### src/rtl/pio_pkg.sv
// Shared constants for the GPIO port: register indices, the legal size
// code and fault codes. Assumes four bytes between register indices.
package pio_pkg;
    localparam logic [1:0] SIZE_HALF = 2'd1;

    localparam int IX_DATA  = 0;
    localparam int IX_MASKA = 4;
    localparam int IX_MASKB = 8;
    localparam int IX_DIR   = 12;
    localparam int IX_POL   = 13;
    localparam int IX_EDGE  = 14;
    localparam int IX_BOTH  = 15;
    localparam int IX_INEN  = 16;

    typedef enum logic [1:0] {
        FLT_NONE     = 2'd0,
        FLT_WIDTH    = 2'd1,
        FLT_UNMAPPED = 2'd2
    } fault_e;

    typedef enum logic [1:0] {
        OP_WRITE = 2'd0,
        OP_CLR   = 2'd1,
        OP_SET   = 2'd2,
        OP_TGL   = 2'd3
    } alias_e;
endpackage

### src/rtl/pio_regfile.sv
// Register file and bus decoder. Holds data, direction, both masks and
// the pin configuration; forms the fault code and read data in the
// request cycle; raises the output-change strobe one cycle after a write.
// Assumes bus_req lasts one cycle per access.
module pio_regfile
    import pio_pkg::*;
#(
    parameter int NPIN = 16,
    parameter int AW   = 8
) (
    input  logic            clk,
    input  logic            rst_n,
    input  logic            bus_req,
    input  logic            bus_wr,
    input  logic [1:0]      bus_size,
    input  logic [AW-1:0]   bus_addr,
    input  logic [NPIN-1:0] bus_wdata,
    output logic [NPIN-1:0] bus_rdata,
    output logic [1:0]      bus_fault,
    output logic [NPIN-1:0] data_q,
    output logic [NPIN-1:0] dir_q,
    output logic [NPIN-1:0] mska_q,
    output logic [NPIN-1:0] mskb_q,
    output logic [NPIN-1:0] pol_q,
    output logic [NPIN-1:0] edge_q,
    output logic [NPIN-1:0] both_q,
    output logic [NPIN-1:0] inen_q,
    output logic [NPIN-1:0] chg_q
);
    localparam int IW = AW - 2;

    logic [IW-1:0]   idx;
    int              idx_i;
    fault_e          fault;
    logic            wr_go, rd_go, touch_out;
    logic [NPIN-1:0] data_n, dir_n, mska_n, mskb_n, pol_n, edge_n, both_n, inen_n;

    assign idx   = bus_addr[AW-1:2];
    assign idx_i = int'(idx);

    function automatic logic [NPIN-1:0] apply_op(input logic [NPIN-1:0] cur,
                                                 input logic [1:0] op,
                                                 input logic [NPIN-1:0] w);
        case (alias_e'(op))
            OP_CLR:  return cur & ~w;
            OP_SET:  return cur | w;
            OP_TGL:  return cur ^ w;
            default: return w;
        endcase
    endfunction

    // Classify the access: width is checked before the address.
    always_comb begin
        fault = FLT_NONE;
        if (bus_req) begin
            if (bus_size != SIZE_HALF)
                fault = FLT_WIDTH;
            else if (bus_addr[1:0] != 2'b00 || idx_i > IX_INEN)
                fault = FLT_UNMAPPED;
        end
    end

    assign bus_fault = fault;
    assign wr_go     = bus_req &&  bus_wr && fault == FLT_NONE;
    assign rd_go     = bus_req && !bus_wr && fault == FLT_NONE;
    assign touch_out = wr_go && (idx_i < IX_MASKA || idx_i == IX_DIR);

    // Next register values for a legal write.
    always_comb begin
        data_n = data_q; dir_n = dir_q; mska_n = mska_q; mskb_n = mskb_q;
        pol_n  = pol_q;  edge_n = edge_q; both_n = both_q; inen_n = inen_q;
        if (wr_go) begin
            if (idx_i < IX_DIR) begin
                case (idx[3:2])
                    2'd0:    data_n = apply_op(data_q, idx[1:0], bus_wdata);
                    2'd1:    mska_n = apply_op(mska_q, idx[1:0], bus_wdata);
                    default: mskb_n = apply_op(mskb_q, idx[1:0], bus_wdata);
                endcase
            end else begin
                case (idx_i)
                    IX_DIR:  dir_n  = bus_wdata;
                    IX_POL:  pol_n  = bus_wdata;
                    IX_EDGE: edge_n = bus_wdata;
                    IX_BOTH: both_n = bus_wdata;
                    default: inen_n = bus_wdata;
                endcase
            end
        end
    end

    // Read mux: companions read back their base register.
    always_comb begin
        bus_rdata = '0;
        if (rd_go) begin
            if (idx_i < IX_DIR) begin
                case (idx[3:2])
                    2'd0:    bus_rdata = data_q;
                    2'd1:    bus_rdata = mska_q;
                    default: bus_rdata = mskb_q;
                endcase
            end else begin
                case (idx_i)
                    IX_DIR:  bus_rdata = dir_q;
                    IX_POL:  bus_rdata = pol_q;
                    IX_EDGE: bus_rdata = edge_q;
                    IX_BOTH: bus_rdata = both_q;
                    default: bus_rdata = inen_q;
                endcase
            end
        end
    end

    // Register update and output-change strobe.
    always_ff @(posedge clk) begin
        if (!rst_n) begin
            data_q <= '0; dir_q <= '0; mska_q <= '0; mskb_q <= '0;
            pol_q  <= '0; edge_q <= '0; both_q <= '0; inen_q <= '0;
            chg_q  <= '0;
        end else begin
            data_q <= data_n; dir_q <= dir_n; mska_q <= mska_n; mskb_q <= mskb_n;
            pol_q  <= pol_n;  edge_q <= edge_n; both_q <= both_n; inen_q <= inen_n;
            chg_q  <= touch_out ? (dir_n & (data_n ^ data_q)) : '0;
        end
    end

    AST_FAULT_NO_EFFECT: assert property (@(posedge clk) disable iff (!rst_n)
        (bus_req && bus_fault != FLT_NONE) |=> ($stable(data_q) && $stable(dir_q) &&
        $stable(mska_q) && $stable(mskb_q) && $stable(pol_q) && $stable(edge_q) &&
        $stable(both_q) && $stable(inen_q)));
    AST_CHG_OUTPUT_ONLY: assert property (@(posedge clk) disable iff (!rst_n)
        (chg_q & ~dir_q) == '0);
    AST_CHG_REAL_CHANGE: assert property (@(posedge clk) disable iff (!rst_n)
        (chg_q & ~(data_q ^ $past(data_q))) == '0);
    AST_FAULT_READ_ZERO: assert property (@(posedge clk) disable iff (!rst_n)
        (bus_fault != FLT_NONE) |-> bus_rdata == '0);
endmodule

### src/rtl/pio_irq.sv
// Pin input path and interrupt generation. Each pin passes through two
// synchronising flops, then edge detection against the previous synced
// value. Per-pin configuration sets its interrupt-state bit, and the two
// masks reduce the state vector to two lines. Assumes pin_in is asynchronous.
module pio_irq #(
    parameter int NPIN = 16
) (
    input  logic            clk,
    input  logic            rst_n,
    input  logic [NPIN-1:0] pin_in,
    input  logic [NPIN-1:0] pol,
    input  logic [NPIN-1:0] edge_md,
    input  logic [NPIN-1:0] both,
    input  logic [NPIN-1:0] inen,
    input  logic [NPIN-1:0] mska,
    input  logic [NPIN-1:0] mskb,
    output logic            irq_a,
    output logic            irq_b
);
    logic [NPIN-1:0] s1, s2, prev, st, st_n;

    // Per-pin qualification and next interrupt state.
    for (genvar i = 0; i < NPIN; i++) begin : g_pin
        logic rise, fall, hit;
        assign rise = s2[i] & ~prev[i];
        assign fall = ~s2[i] & prev[i];
        assign hit  = both[i] ? (rise | fall) : (pol[i] ? fall : rise);
        assign st_n[i] = !inen[i] ? (edge_md[i] ? 1'b0 : st[i])
                                  : (edge_md[i] ? hit : (s2[i] ^ pol[i]));
    end

    // Synchroniser, edge history and interrupt-state register.
    always_ff @(posedge clk) begin
        if (!rst_n) begin
            s1 <= '0; s2 <= '0; prev <= '0; st <= '0;
        end else begin
            s1 <= pin_in; s2 <= s1; prev <= s2; st <= st_n;
        end
    end

    assign irq_a = |(st & mska);
    assign irq_b = |(st & mskb);

    AST_MASKA_ZERO_QUIET: assert property (@(posedge clk) disable iff (!rst_n)
        (mska == '0) |-> !irq_a);
    AST_MASKB_ZERO_QUIET: assert property (@(posedge clk) disable iff (!rst_n)
        (mskb == '0) |-> !irq_b);
    AST_EDGE_SINGLE_CYCLE: assert property (@(posedge clk) disable iff (!rst_n)
        ($past(edge_md) == $past(edge_md, 2) && $past(pol) == $past(pol, 2) &&
         $past(both) == '0 && $past(both, 2) == '0 && $past(inen) == $past(inen, 2))
        |-> (st & $past(st) & $past(edge_md)) == '0);
    AST_DISABLED_LEVEL_HELD: assert property (@(posedge clk) disable iff (!rst_n)
        ((st ^ $past(st)) & ~$past(inen) & ~$past(edge_md)) == '0);
endmodule

### src/rtl/pio_port16.sv
// Top of the GPIO port: joins the register file and the interrupt path,
// and drives the pins straight from the data and direction registers.
module pio_port16 #(
    parameter int NPIN = 16,
    parameter int AW   = 8
) (
    input  logic            clk,
    input  logic            rst_n,
    input  logic            bus_req,
    input  logic            bus_wr,
    input  logic [1:0]      bus_size,
    input  logic [AW-1:0]   bus_addr,
    input  logic [NPIN-1:0] bus_wdata,
    output logic [NPIN-1:0] bus_rdata,
    output logic [1:0]      bus_fault,
    input  logic [NPIN-1:0] pin_in,
    output logic [NPIN-1:0] pin_out,
    output logic [NPIN-1:0] pin_oe,
    output logic [NPIN-1:0] out_chg,
    output logic            irq_a,
    output logic            irq_b
);
    logic [NPIN-1:0] data_q, dir_q, mska_q, mskb_q, pol_q, edge_q, both_q, inen_q, chg_q;

    pio_regfile #(.NPIN(NPIN), .AW(AW)) u_regs (
        .clk(clk), .rst_n(rst_n),
        .bus_req(bus_req), .bus_wr(bus_wr), .bus_size(bus_size),
        .bus_addr(bus_addr), .bus_wdata(bus_wdata),
        .bus_rdata(bus_rdata), .bus_fault(bus_fault),
        .data_q(data_q), .dir_q(dir_q), .mska_q(mska_q), .mskb_q(mskb_q),
        .pol_q(pol_q), .edge_q(edge_q), .both_q(both_q), .inen_q(inen_q),
        .chg_q(chg_q)
    );

    pio_irq #(.NPIN(NPIN)) u_irq (
        .clk(clk), .rst_n(rst_n), .pin_in(pin_in),
        .pol(pol_q), .edge_md(edge_q), .both(both_q), .inen(inen_q),
        .mska(mska_q), .mskb(mskb_q),
        .irq_a(irq_a), .irq_b(irq_b)
    );

    assign pin_out = data_q;
    assign pin_oe  = dir_q;
    assign out_chg = chg_q;

    AST_OE_FOLLOWS_DIR: assert property (@(posedge clk) disable iff (!rst_n)
        (out_chg & ~pin_oe) == '0);
    AST_CHG_PINS_MOVED: assert property (@(posedge clk) disable iff (!rst_n)
        (out_chg & ~(pin_out ^ $past(pin_out))) == '0);
endmodule

### config.mk
export PLATFORM = sky130hd
export DESIGN_NAME = pio_port16
export DESIGN_NICKNAME = d
export VERILOG_FILES = /design/src/rtl/pio_pkg.sv /design/src/rtl/pio_regfile.sv /design/src/rtl/pio_irq.sv /design/src/rtl/pio_port16.sv
export SDC_FILE = /design/constraint.sdc
export NUM_CORES = 1
export LEC_CHECK = 0
export ABC_AREA = 0
export CAP_MARGIN = 5
export CORE_ASPECT_RATIO = 1.1
export CORE_UTILIZATION = 45
export DETAILED_ROUTE_END_ITERATION = 12
export DONT_BUFFER_PORTS = 1
export HOLD_SLACK_MARGIN = 0.15
export SKIP_LAST_GASP = 1
export SLEW_MARGIN = 10
export SYNTH_ARGS = -nofsm -noshare
export SYNTH_HDL_FRONTEND = slang
export SYNTH_SLANG_ARGS = --single-unit
export TNS_END_PERCENT = 20
### constraint.sdc
create_clock -name clk -period 3.9 [get_ports clk]
set_input_delay 0.39 -clock clk [delete_from_list [all_inputs] [get_ports clk]]
set_output_delay 0.39 -clock clk [all_outputs]
set_load 0.005 [all_outputs]
* After elaboration in Yosys (flattened, before gate mapping)
Cells that the tools add are included.
** Storage, ports and cells
- Flip-flop bits (word level) :: 208
- Latch bits :: 0
- Bits in writable memories :: 0
- Bits in read-only memories :: 0
- Bits of input ports :: 46
- Output and inout bits :: 68
- Logic and storage cells :: 288
- Memories kept :: 0
** Operators by class
- $add $sub $neg :: 0
- Multipliers :: 0
- Divide/modulo/power cells :: 0
- Magnitude comparators :: 3
- Eq/ne operators :: 10
- Shift operators :: 0
- Multiplexer cells :: 96
- Bitwise logic cells :: 113
- Reduce and logical (&&, ||, !) cells :: 38
** Operator list (number)
- 16-bit one-hot mux with 3 select lines :: 3
- 16-bit two-way mux :: 8
- 16-bit bitwise AND :: 6
- 1-bit two-way mux :: 80
- 16-bit one-hot mux with 4 select lines :: 1
- 16-bit bitwise XOR :: 4
- 16-bit OR :: 3
- 1-bit NOT :: 35
- 2-bit nonzero test :: 17
- 1-bit bitwise AND :: 32
- 16-bit one-hot mux with 2 select lines :: 1
- 16-bit OR reduction :: 2
- 6-bit by 4-bit equality test with 1-bit output (second input constant) :: 4
- 3-bit AND reduction :: 6
- 16-bit NOT :: 1
- 1-bit OR :: 16
- 1-bit bitwise XOR :: 16
- 6-bit by 5-bit equality test with 1-bit output (second input constant) :: 1
- 6-bit by 5-bit greater-than comparator with 1-bit output (second input constant) :: 1
- 6-bit by 3-bit less-than comparator with 1-bit output (second input constant) :: 1
- 6-bit by 4-bit less-than comparator with 1-bit output (second input constant) :: 1
- 2-bit two-way mux :: 3
- 1-bit logical AND :: 5
- 2-bit by 1-bit equality test with 1-bit output (second input constant) :: 2
- 8 further kinds :: 11

* Logic depth before layout (Yosys ltp)
Gate-level depths: netlist of the first run.
- Depth in word-level cells :: 10
- Gate-level depth with buffers :: 8
- Gate-level depth less buffers :: 6

* Modules after synthesis
A second synthesis of the first run with hierarchy kept.
** Second synthesis, totals
- Cell total of the unflattened synthesis :: 1325
- Area, all modules :: 12303.0 µm²
** By module, submodules not included
- pio_regfile :: instances 1, cells each 1012, area each 9041.2 µm², seq. area each 2882.8 µm²
- pio_irq :: instances 1, cells each 313, area each 3261.9 µm², seq. area each 1281.2 µm²

* Least setup slack after synthesis of the first run
No wires, ideal clock.
- Path kind :: input port to output port
- Start :: input bus_addr[3]
- End :: output bus_rdata[11]
- Arrival time :: 1.687 ns
- Required time :: 3.510 ns
- Setup slack :: 1.823 ns
- Stages :: 6
- Path buffers :: 2
- Cells stage by stage :: buf_2 > nor4_1 > nand2b_1 > nand3_1 > clkbuf_1 > a211oi_1
** Between the ends
- Word-level cells in the longest chain between the ends :: 8
- Elaborated cells on any way between the ends :: 15
- Classes of those cells :: order compare (2); eq/ne (4); mux (6); reduce/logical (3)
** Ends and longest elaborated chain
- from (decl) :: RTL line pio_port16.sv:12 : input logic [AW-1:0] bus_addr,
- 6-bit by 5-bit greater-than comparator with 1-bit output :: RTL line pio_regfile.sv:58 : else if (bus_addr[1:0] != 2'b00 || idx_i > IX_INEN)
- 1-bit logical OR :: RTL line pio_regfile.sv:58
- 2-bit two-way mux :: RTL line pio_regfile.sv:58
- 2-bit two-way mux :: RTL line pio_regfile.sv:56 : if (bus_size != SIZE_HALF)
- 2-bit two-way mux :: RTL line pio_regfile.sv:55 : if (bus_req) begin
- 2-bit logical NOT :: RTL line pio_regfile.sv:65 : assign rd_go = bus_req && !bus_wr && fault == FLT_NONE;
- 1-bit logical AND :: RTL line pio_regfile.sv:65
- 16-bit two-way mux (*) :: RTL line pio_regfile.sv:94 : if (rd_go) begin
- to (decl) :: RTL line pio_port16.sv:14 : output logic [NPIN-1:0] bus_rdata,
Every way passes the cells marked *; elsewhere a longest branch is shown, timed or not.

* Final worst setup path of the first run
- Start :: input bus_size[1]
- End :: output bus_rdata[5]
** Between the ends
- Word-level cells in the longest chain between the ends :: 6
** Ends and longest elaborated chain
- from (decl) :: RTL line pio_port16.sv:11 : input logic [1:0] bus_size,
- 2-bit by 1-bit != test with 1-bit output :: RTL line pio_regfile.sv:56
- 2-bit two-way mux :: RTL line pio_regfile.sv:56
- 2-bit two-way mux :: RTL line pio_regfile.sv:55
- 2-bit logical NOT :: RTL line pio_regfile.sv:65
- 1-bit logical AND :: RTL line pio_regfile.sv:65
- 16-bit two-way mux :: RTL line pio_regfile.sv:94
Every way passes these cells.

==> results of run 1 <==
logic make-up (layout without fill, tap and decap cells):
logic type | Yosys count | after routing
compound gates | 242 | 242
xor+xnor | 32 | 32
fa+ha+maj | 128 | 128
buf+inv | 195 | 199
flops | 208 | 208
mux | 115 | 115
simple gates | 400 | 400
cells in the final DEF (no fill, tap or decap), types with 25 or more instances in the layout:
master           n
a211oi_1        63
a21oi_1         51
a211o_1         46
ha_1           128
xnor2_1         32
dlygate4sd3_1   36
mux2i_1         67
and2_1          32
inv_1          113
dfxtp_1        208
o211ai_1        30
mux4_2          32
nor2_1         180
clkbuf_16       25
nand2_1        127
metrics by stage:
stage	utilization	instance area, um^2	std cells	hold WS (ns)	setup slack (ns)
after floorplan	-	12000	1320	0.412	1.82
after global placement	0.465	12200	1599	0.417	1.24
after detailed placement	0.465	12200	1599	0.417	1.26
after CTS	0.509	13300	1676	0.155	1.24
after global routing	0.509	13300	1676	0.195	1.02
final	0.509	13300	1676	0.220	1.26
final cells by class:
cell class	instances	share of cell area
Multi-Input combinational cell	917	0.530
Clock buffer	34	0.0511
Tap cell	352	0.0331
Clock inverter	6	0.00621
Inverter	114	0.0323
Sequential cell	208	0.313
Timing Repair Buffer	45	0.0340
per-layer routing:
layer  vias up  GRT usage  part of all wire
met5         -          0                 0
met4         0     0.0975             0.038
met3        77     0.0541             0.077
met2       345      0.397              0.45
met1      4649      0.352              0.44
li1       4570          -                 -
power by group through the flow:
stage	clock, mW	combinational [mW]	sequential [mW]
final	2.23	0.368	2.16
after global routing	2.37	0.407	2.16
after CTS	2.28	0.368	2.16
after detailed placement	0	0.302	2.21
after global placement	0	0.296	2.20
after floorplan	0	0.289	2.20
path summary, 6_finish.rpt:
check             slack, ns  cells past startpoint                            end                    startpoint
setup / recovery       1.26                      4                   bus_rdata[5]                   bus_size[1]
hold / removal         0.22                      3  u_regs.mska_q[1]$_SDFFE_PN0P_                   bus_addr[2]
setup reg to reg       2.01                      5    u_regs.chg_q[10]$_SDFF_PN0_  u_regs.data_q[10]$_SDFF_PN0_
hold reg to reg        0.43                      1        u_irq.s2[12]$_SDFF_PN0_       u_irq.s1[12]$_SDFF_PN0_
state kept, by name, summed over array words and instances (netlist names):
name	count
u_irq.prev	16
u_irq.s1	16
u_irq.s2	16
u_irq.st	16
u_regs.both_q	16
u_regs.chg_q	16
u_regs.data_q	16
u_regs.dir_q	16
u_regs.edge_q	16
u_regs.inen_q	16
u_regs.mska_q	16
u_regs.mskb_q	16
u_regs.pol_q	16
worst max-delay path: stages:
cell and delay [ns]:
nand3b_1 0.41, nor2_1 0.20, nand3_1 0.66, a211oi_1 0.58
repair_timing:
item / 4_1_cts / 5_1_grt
endpoints found under the setup margin: 0 / 0
hold endpoints to repair: 159 / 0
hold buffers: 37 / 0
setup buffers: 0 / 0
==> impl_metrics.csv, run 1 <==
group,metric,value,unit
power,switching_power,1.11,mW
clocking,cts_root_buf,"clkbuf_16",
sta,relSlewSlack,0.200,
floorplan,fp.dieW,158,um
clocking,cts_buffers,24,
final_layout,fillers,2458,
logic_synthesis,synthAdderAreaFrac,0.134,
sta,worst_clock_skew,0.00696,ns
logic_synthesis,synthArstFlopShare,0,
power,p_per_area,358,nW/um^2
logic_synthesis,netlist.area_leader.share,0.347,
global_routing,gr-total-overflow,0,
clocking,cts_tree,"done",
sta,finalCritPeriodShare,0.676,
worst_setup_path,arrival,2.25,ns
detailed_routing,detail_route.iter0.violations,766,
floorplan,ioPinCount,114,
logic_synthesis,syn_nets,1494,
place,io_buffers,0,
logic_synthesis,ys.warnings.count,0,
sta,tns,0,ns
global_routing,grt_pass1_wl,53700,um
detailed_routing,vias_per_cell,5.75,
floorplan,die-area,27300,um^2
logic_synthesis,synth_compound_gate_area_share,0.150,
logic_synthesis,synth.area.mux_share,0.131,
power,p_int,3.64,mW
global_routing,track_usage,0.258,
floorplan,rows,62,
sta,slew_violations,0,
sta,tightestPinTransition,1.20,ns
status,status,"completed",
logic_synthesis,synth.top_cells.by_count,"dfxtp_1 (208), nor2_1 (180), ha_1 (128), nand2_1 (127), inv_1 (113)",
sta,finalHoldViolations,0,
power,swShare,0.234,
clocking,clock-sinks,208,
logic_synthesis,synth_top_family_by_area,"compound AO/OA/AOI/OAI gates",
floorplan,core,26100,um^2
worst_setup_path,worstPathRequired,3.51,ns
clocking,clk_path_buf_depth,3,
power,p_clk_frac,0.469,
worst_setup_path,worstPathMaxFanout,16,
clocking,clkLatencyLatePin,0.52,ns
logic_synthesis,syn_area,12000,um^2
detailed_routing,wl_per_cell,20.9,um
global_routing,grt_pass1_vias,8979,
final_layout,area_delta_synth_final,11.0,%
logic_synthesis,ys.flop_type,"dfxtp_1",
logic_synthesis,synthSimpleGateAreaFrac,0.149,
final_layout,multi_input_area,7060,um^2
floorplan,initial_core_util,0.459,
power,peakVddDrop,257,uV
job,maxCapViolations,0,
sta,rsz0062_at_grt,"false",
detailed_routing,drtPass1Iterations,6,
sta,period_needed,2.64,ns
detailed_routing,drt-total-wl,35000,um
logic_synthesis,synth-xor-area-share,0.0234,
clocking,cts_resized,0,
worst_setup_path,path_class,"in2out",
sta,fmax,379,MHz
logic_synthesis,ys_seq_area_frac,0.347,
min_path,hold_class,"in2reg",
logic_synthesis,synth_cell_types,46,
final_layout,register_area,4160,um^2
power,leakagePower,5.50,nW
worst_setup_path,crit_path_end_kind,"output pin",
detailed_routing,drc,0,
logic_synthesis,synth_cells,1320,
global_routing,antenna_found_initial,1,
logic_synthesis,synth.largest_area_cell,"dfxtp_1",
logic_synthesis,synth_edf_count,0,
logic_synthesis,synth_seq_cells,208,
global_routing,grt_max_degree,126,
logic_synthesis,yosysMostFrequentCell,"dfxtp_1",
final_layout,diodes,0,
detailed_routing,vias,9641,
logic_synthesis,synth_area_leaders,"dfxtp_1 (35%), ha_1 (13%), mux4_2 (6.0%)",
place,dp_hpwl,22700,um
power,p_total,4.76,mW
sta,setup_viol,0,
clocking,path_clk_slew,0.06,ns
detailed_routing,antenna_left,0,
worst_setup_path,crit_path_start_kind,"input pin",
clocking,htree_levels,1,
power,combPwrFrac,0.077,
power,power.share.sequential,0.454,
final_layout,nets,1484,
floorplan,die_height,173,um
place,gp_congestion,0.877,
logic_synthesis,syn_area_per_cell,9.08,um^2
final_layout,drive_gt1_frac,0.0763,
(Power assumes the default switching activity.)
==> inputs of run 2 (changes only) <==
--- a/config.mk
+++ b/config.mk
@@ -5,7 +5,7 @@
 export SDC_FILE = /design/constraint.sdc
 export NUM_CORES = 1
 export LEC_CHECK = 0
-export ABC_AREA = 0
+export ABC_AREA = 1
 export CAP_MARGIN = 5
 export CORE_ASPECT_RATIO = 1.1
 export CORE_UTILIZATION = 45
==> constraint.sdc (replaced) <==
create_clock -name clk -period 2.75 [get_ports clk]
set_input_delay 0.275 -clock clk [delete_from_list [all_inputs] [get_ports clk]]
set_output_delay 0.275 -clock clk [all_outputs]
set_load 0.005 [all_outputs]
==> impl_metrics.csv, run 2 <==
group,metric,value,unit
logic_synthesis,synth_cell_types,36,
floorplan,die-area,27300,um^2
worst_setup_path,crit_chain,"nor2_2 > nand2_2 > nor2_2 > inv_1 > o21ai_0 > nor2_1 > a21boi_0 > buf_4",
worst_setup_path,worstPathRequired,2.48,ns
clocking,clkLatencyLatePin,0.53,ns
sta,rsz0062_at_grt,"false",
worst_setup_path,r2r_cells,8,
logic_synthesis,synth.area.mux_share,0,
logic_synthesis,syn_nets,1869,
floorplan,ioPinCount,114,
floorplan,core,26100,um^2
logic_synthesis,syn_area_per_cell,7.08,um^2
sta,tns,0,ns
worst_setup_path,cpPeakStageDelay,0.36,ns
sta,finalCritPeriodShare,0.880,
final_layout,post-route-util,0.515,
logic_synthesis,syn_area,12000,um^2
clocking,postCtsSetupRepairBufs,0,
worst_setup_path,crit_path_start_kind,"input pin",
worst_setup_path,path_class,"in2out",
worst_setup_path,rrSetupSlack,1.09,ns
power,leakagePower,5.72,nW
power,p_per_area,503,nW/um^2
power,peakVddDrop,430,uV
sta,relSlewSlack,0.469,
detailed_routing,drt-total-wl,35700,um
floorplan,die_height,173,um
logic_synthesis,ys_seq_area_frac,0.347,
clocking,htree_levels,1,
logic_synthesis,synth_compound_gate_area_share,0.191,
logic_synthesis,ys.flop_type,"dfxtp_1",
final_layout,diodes,0,
detailed_routing,drc,0,
floorplan,fp.dieW,158,um
final_layout,area_delta_synth_final,12.2,%
sta,period_needed,2.42,ns
worst_setup_path,worst-path-buf-inv,2,
worst_setup_path,path_delay_family,"simple AND/OR/NAND/NOR gates",
place,dp_hpwl,25800,um
detailed_routing,drtPass1Iterations,5,
place,gp_congestion,0.918,
detailed_routing,wl_per_cell,17.2,um
sta,setup_viol,0,
power,p_total,6.77,mW
floorplan,initial_core_util,0.459,
logic_synthesis,synthSimpleGateAreaFrac,0.220,
logic_synthesis,synth-xor-area-share,0,
logic_synthesis,synthAdderAreaFrac,0.133,
clocking,cts_buffers,25,
min_path,hold_class,"in2reg",
final_layout,mostFrequentLayoutCells,"nand2_1 (311), inv_1 (249), dfxtp_1 (208), a21oi_1 (168), o21ai_0 (154)",
final_layout,nets,1884,
worst_setup_path,worstPathMaxFanout,14,
logic_synthesis,yosysMostFrequentCell,"nand2_1",
clocking,path_clk_slew,0.06,ns
sta,fmax,413,MHz
logic_synthesis,synth_cells,1695,
status,status,"completed",
clocking,clock-sinks,208,
global_routing,gr-total-overflow,0,
floorplan,rows,62,
final_layout,design_area,13500,um^2
sta,tightestPinTransition,0.795,ns
logic_synthesis,synth.largest_area_cell,"dfxtp_1",
logic_synthesis,synth_top_family_by_area,"simple AND/OR/NAND/NOR gates",
global_routing,antenna_found_initial,1,
detailed_routing,vias_per_cell,5.33,
detailed_routing,antenna_left,0,
sta,worst_clock_skew,0.0144,ns
job,maxCapViolations,0,
logic_synthesis,synth_seq_cells,208,
place,io_buffers,0,
logic_synthesis,synthArstFlopShare,0,
sta,hold_slack,0.170,ns
final_layout,drive_gt1_frac,0.0556,
clocking,cts_tree,"done",
worst_setup_path,crit_path_end_kind,"output pin",
logic_synthesis,netlist.area_leader.share,0.347,
worst_setup_path,reg2reg_from,"u_regs.data_q[15]$_SDFF_PN0_",
worst_setup_path,rr_endpoint,"u_regs.chg_q[15]$_SDFF_PN0_",
logic_synthesis,ys.warnings.count,0,
detailed_routing,detail_route.iter0.violations,971,
logic_synthesis,synth_edf_count,0,
final_layout,layout_commonest_cell,"nand2_1",
global_routing,track_usage,0.266,
min_path,worstHoldEndpoint,"u_regs.mskb_q[15]$_SDFFE_PN0P_",
worst_setup_path,cp.depth,8,
global_routing,grt_pass1_wl,57000,um
detailed_routing,vias,11100,
clocking,cts_root_buf,"clkbuf_16",
logic_synthesis,synth.top_cells.by_count,"nand2_1 (311), inv_1 (249), dfxtp_1 (208), a21oi_1 (168), o21ai_0 (154)",
worst_setup_path,critical_path.most_common_cell,"nor2_2",
sta,slew_violations,0,
global_routing,grt_pass1_vias,10200,
logic_synthesis,synth_area_leaders,"dfxtp_1 (35%), ha_1 (13%), nand2_1 (9.7%)",
place,place_area,12300,um^2
worst_setup_path,arrival,2.15,ns
worst_setup_path,slowest_stage,"a21boi_0",
min_path,hp-start,"bus_wdata[15]",
min_path,whs_path_depth,4,
global_routing,grt_max_degree,144,
sta,finalHoldViolations,0,
clocking,clk_path_buf_depth,3,
-- run 2: changes by cell type after synthesis, moves of 29 or more --
cell,before,now
a211o_1,46,0
a211oi_1,63,15
a21oi_1,51,168
and2_1,32,3
inv_1,113,249
mux2i_1,67,0
mux4_2,32,0
nand2_1,127,311
nand3_1,2,102
nor2_1,180,128
o21ai_0,3,154
o22ai_1,0,37
xnor2_1,32,0
-- run 2: worst register-to-register path, stage by stage, from the launching register on --
cell	delay, ns
dfxtp_1	0.48
inv_1	0.12
ha_1	0.29
nand2_1	0.05
nand4_1	0.17
inv_1	0.05
o21ai_0	0.29
nand2_1	0.08
nor2_1	0.08
-- run 2: power by group --
| part | total [mW] | switching (mW) | internal [mW] |
|---|---|---|---|
| clock | 3.20 | 1.31 | 1.89 |
| combinational | 0.510 | 0.338 | 0.172 |
| sequential | 3.06 | 0.0161 | 3.04 |
-- run 2: worst max-delay path by stage --
stage	startpoint	end	slack, ns
floorplan	bus_addr[2]	bus_rdata[1]	0.97
global placement	bus_addr[4]	u_regs.chg_q[10]$_SDFF_PN0_	0.32
detailed placement	bus_addr[4]	u_regs.chg_q[10]$_SDFF_PN0_	0.34
CTS	bus_addr[7]	bus_rdata[14]	0.41
global route	bus_addr[7]	bus_rdata[14]	0.30
finish	bus_addr[7]	bus_rdata[14]	0.33
-- run 2: repair_timing --
| item | CTS | global route |
|---|---|---|
| hold buffers | 38 | 0 |
| endpoints found under the hold margin | 174 | 0 |
| gates resized for setup | 0 | 0 |
-- run 2: cell type report --
type                    count  area, um^2
multi-input cells        1157        6540
flip-flops and latches    208        4160
inverters                 254         955
well taps                 352         440
repair buffers             64         593
fillers                  2597       12700
clock inverters             5        50.0
clock buffers              38         724
-- run 2: kinds of logic after synthesis --
family / count (synthesis)
compound gates: 417
simple gates: 612
fa+ha+maj: 128
buf+inv: 330
flops: 208
-- run 2: stage by stage --
stage	instances	worst slack, ns
6_report	2078	0.330
5_1_grt	2078	0.296
4_1_cts	2078	0.406
3_5_place_dp	1997	0.337
3_3_place_gp	1997	0.318
2_1_floorplan	1695	0.967
-- run 2: routing by layer --
layer | part of all wire | track usage | vias to the layer above
li1 | - | - | 5603
met1 | 0.47 | 0.381 | 5055
met2 | 0.42 | 0.390 | 357
met3 | 0.078 | 0.0578 | 60
met4 | 0.031 | 0.0910 | 2
met5 | 0.00036 | 0 | -
==> inputs of run 3 (changes only) <==
--- a/config.mk
+++ b/config.mk
@@ -6,12 +6,15 @@
 export NUM_CORES = 1
 export LEC_CHECK = 0
 export ABC_AREA = 1
+export ABC_CLOCK_PERIOD_IN_PS = 2750
 export CAP_MARGIN = 5
 export CORE_ASPECT_RATIO = 1.1
+export CORE_MARGIN = 3
 export CORE_UTILIZATION = 45
 export DETAILED_ROUTE_END_ITERATION = 12
 export DONT_BUFFER_PORTS = 1
 export HOLD_SLACK_MARGIN = 0.15
+export REMOVE_ABC_BUFFERS = 1
 export SKIP_LAST_GASP = 1
 export SLEW_MARGIN = 10
 export SYNTH_ARGS = -nofsm -noshare
==> impl_metrics.csv, run 3 (synthesized netlist as in run 2, its figures left out) <==
group,metric,value,unit
worst_setup_path,rrSetupSlack,1.08,ns
sta,tightestPinTransition,0.666,ns
detailed_routing,drc,0,
detailed_routing,route.met2.wl,17700,um
final_layout,area_delta_synth_final,14.4,%
power,leakagePower,5.85,nW
worst_setup_path,worstPathRequired,2.48,ns
clocking,clock-sinks,208,
final_layout,multi_input_area,6540,um^2
final_layout,fillers,2602,
sta,slew_violations,0,
clocking,clkLatencyLatePin,0.52,ns
floorplan,fp.dieW,162,um
sta,setup_viol,0,
detailed_routing,wl_met1,17000,um
final_layout,mostFrequentLayoutCells,"nand2_1 (311), inv_1 (249), dfxtp_1 (208), a21oi_1 (168), o21ai_0 (154)",
floorplan,core,26100,um^2
global_routing,grt_max_degree,138,
worst_setup_path,crit_path_end,"bus_rdata[9]",
clocking,cts_buffers,24,
final_layout,diodes,0,
detailed_routing,detail_route.iter0.violations,923,
floorplan,rows,62,
global_routing,grt_pass1_wl,60500,um
final_layout,layout_commonest_cell,"nand2_1",
sta,relSlewSlack,0.554,
clocking,cts_resized,0,
final_layout,drive_gt1_frac,0.0675,
power,peakVddDrop,497,uV
place,dp_hpwl,25500,um
floorplan,die-area,28700,um^2
status,status,"completed",
detailed_routing,dr.max_layer_used,"met4",
sta,tns,0,ns
sta,rsz0062_at_grt,"false",
worst_setup_path,crit_path_end_kind,"output pin",
sta,finalCritPeriodShare,0.790,
sta,worst_clock_skew,0.0162,ns
detailed_routing,vias,11400,
clocking,cts_root_buf,"clkbuf_16",
min_path,hp-start,"rst_n",
global_routing,track_usage,0.266,
final_layout,register_area,4160,um^2
detailed_routing,antenna_left,0,
detailed_routing,drt-total-wl,38900,um
clocking,clk_path_buf_depth,3,
clocking,htree_levels,1,
global_routing,antenna_found_initial,0,
place,gp_congestion,0.911,
job,maxCapViolations,0,
sta,fmax,460,MHz
sta,period_needed,2.17,ns
worst_setup_path,rr_endpoint,"u_regs.chg_q[3]$_SDFF_PN0_",
worst_setup_path,reg2reg_from,"u_regs.data_q[3]$_SDFF_PN0_",
final_layout,final_cells,2100,
final_layout,nets,1907,
place,io_buffers,0,
clocking,cts_tree,"done",
floorplan,initial_core_util,0.459,
detailed_routing,wl_met3,2640,um
worst_setup_path,cp-startpoint,"bus_addr[7]",
global_routing,grt_pass1_vias,10900,
global_routing,gr-total-overflow,0,
clocking,path_clk_slew,0.06,ns
power,p_per_area,499,nW/um^2
worst_setup_path,arrival,1.90,ns
place,dp_cells,2014,
detailed_routing,drtPass1Iterations,5,
detailed_routing,wl_per_cell,18.5,um
sta,finalHoldViolations,0,
min_path,whs_path_depth,3,
worst_setup_path,worstPathMaxFanout,11,
floorplan,ioPinCount,114,
detailed_routing,vias_per_cell,5.44,
worst_setup_path,crit_path_start_kind,"input pin",
min_path,hold_class,"in2reg",
worst_setup_path,path_class,"in2out",
worst_setup_path,r2r_cells,8,
floorplan,die_height,177,um
## run 3: cell count changes in the layout (fill, tap and decap cells not counted), sizes merged
cell,delta
clkbuf,-8
dlygate4sd3,+7
bufinv,+1
clkinvlp,+1
inv,+2
clkinv,+2
buf,+17
## run 3: per-layer routing
metal / global-route usage / up-vias
met3: 0.0463 / 100
met2: 0.441 / 361
met1: 0.345 / 5286
met4: 0.107 / 0
li1: - / 5667
met5: 0 / -
## run 3: where the power goes
| part | internal, mW | switching [mW] | leakage (nW) | total [mW] |
|---|---|---|---|---|
| clock network | 1.92 | 1.33 | 0.393 | 3.26 |
| logic | 0.187 | 0.350 | 3.77 | 0.537 |
| registers | 3.04 | 0.0160 | 1.68 | 3.06 |
| total | 5.15 | 1.70 | 5.85 | 6.85 |
## run 3: worst min-delay path by stage
stage	slack, ns	end
6_report	0.18	u_irq.s2[0]$_SDFF_PN0_
4_1_cts	0.17	u_regs.mskb_q[15]$_SDFFE_PN0P_
3_5_place_dp	0.38	u_irq.s1[12]$_SDFF_PN0_
2_1_floorplan	0.37	u_irq.prev[0]$_SDFF_PN0_
3_3_place_gp	0.37	u_irq.s1[14]$_SDFF_PN0_
5_1_grt	0.24	u_irq.s2[0]$_SDFF_PN0_
## run 3: stage by stage
| step | cell area [um^2] | power [mW] | hold slack, ns | utilization | worst slack (ns) |
|---|---|---|---|---|---|
| final | 13700 | 6.85 | 0.179 | 0.525 | 0.576 |
| after global placement | 12500 | 3.54 | 0.373 | 0.477 | 0.524 |
| after CTS | 13700 | 6.91 | 0.173 | 0.525 | 0.557 |
| after floorplan | 11700 | 3.41 | 0.368 | - | 0.420 |
| after detailed placement | 12500 | 3.56 | 0.377 | 0.477 | 0.510 |
| after global routing | 13700 | 7.10 | 0.236 | 0.525 | 0.469 |
## run 3: final cells by class
class,count,share of cell area
multi-input combinational,1157,0.477
clock inverter,11,0.00866
clock buffer,30,0.0491
tap,352,0.0321
inverter,254,0.0696
sequential,208,0.303
timing repair buffer,88,0.0604
## run 3: what timing repair did
| action | in CTS | in global routing |
|---|---|---|
| setup endpoints to repair | 0 | 0 |
| hold endpoints to repair | 177 | 0 |
| buffers inserted | 0 | 0 |
| hold buffers | 45 | 0 |
## run 3: worst max-delay path, stage by stage
cell and delay [ns]:
nor2_2 0.15, nand2_2 0.28, nor2_2 0.20, inv_1 0.21
buf_4 0.26, o21ai_0 0.15, a21oi_1 0.07, nor2_1 0.17
buf_4 0.14
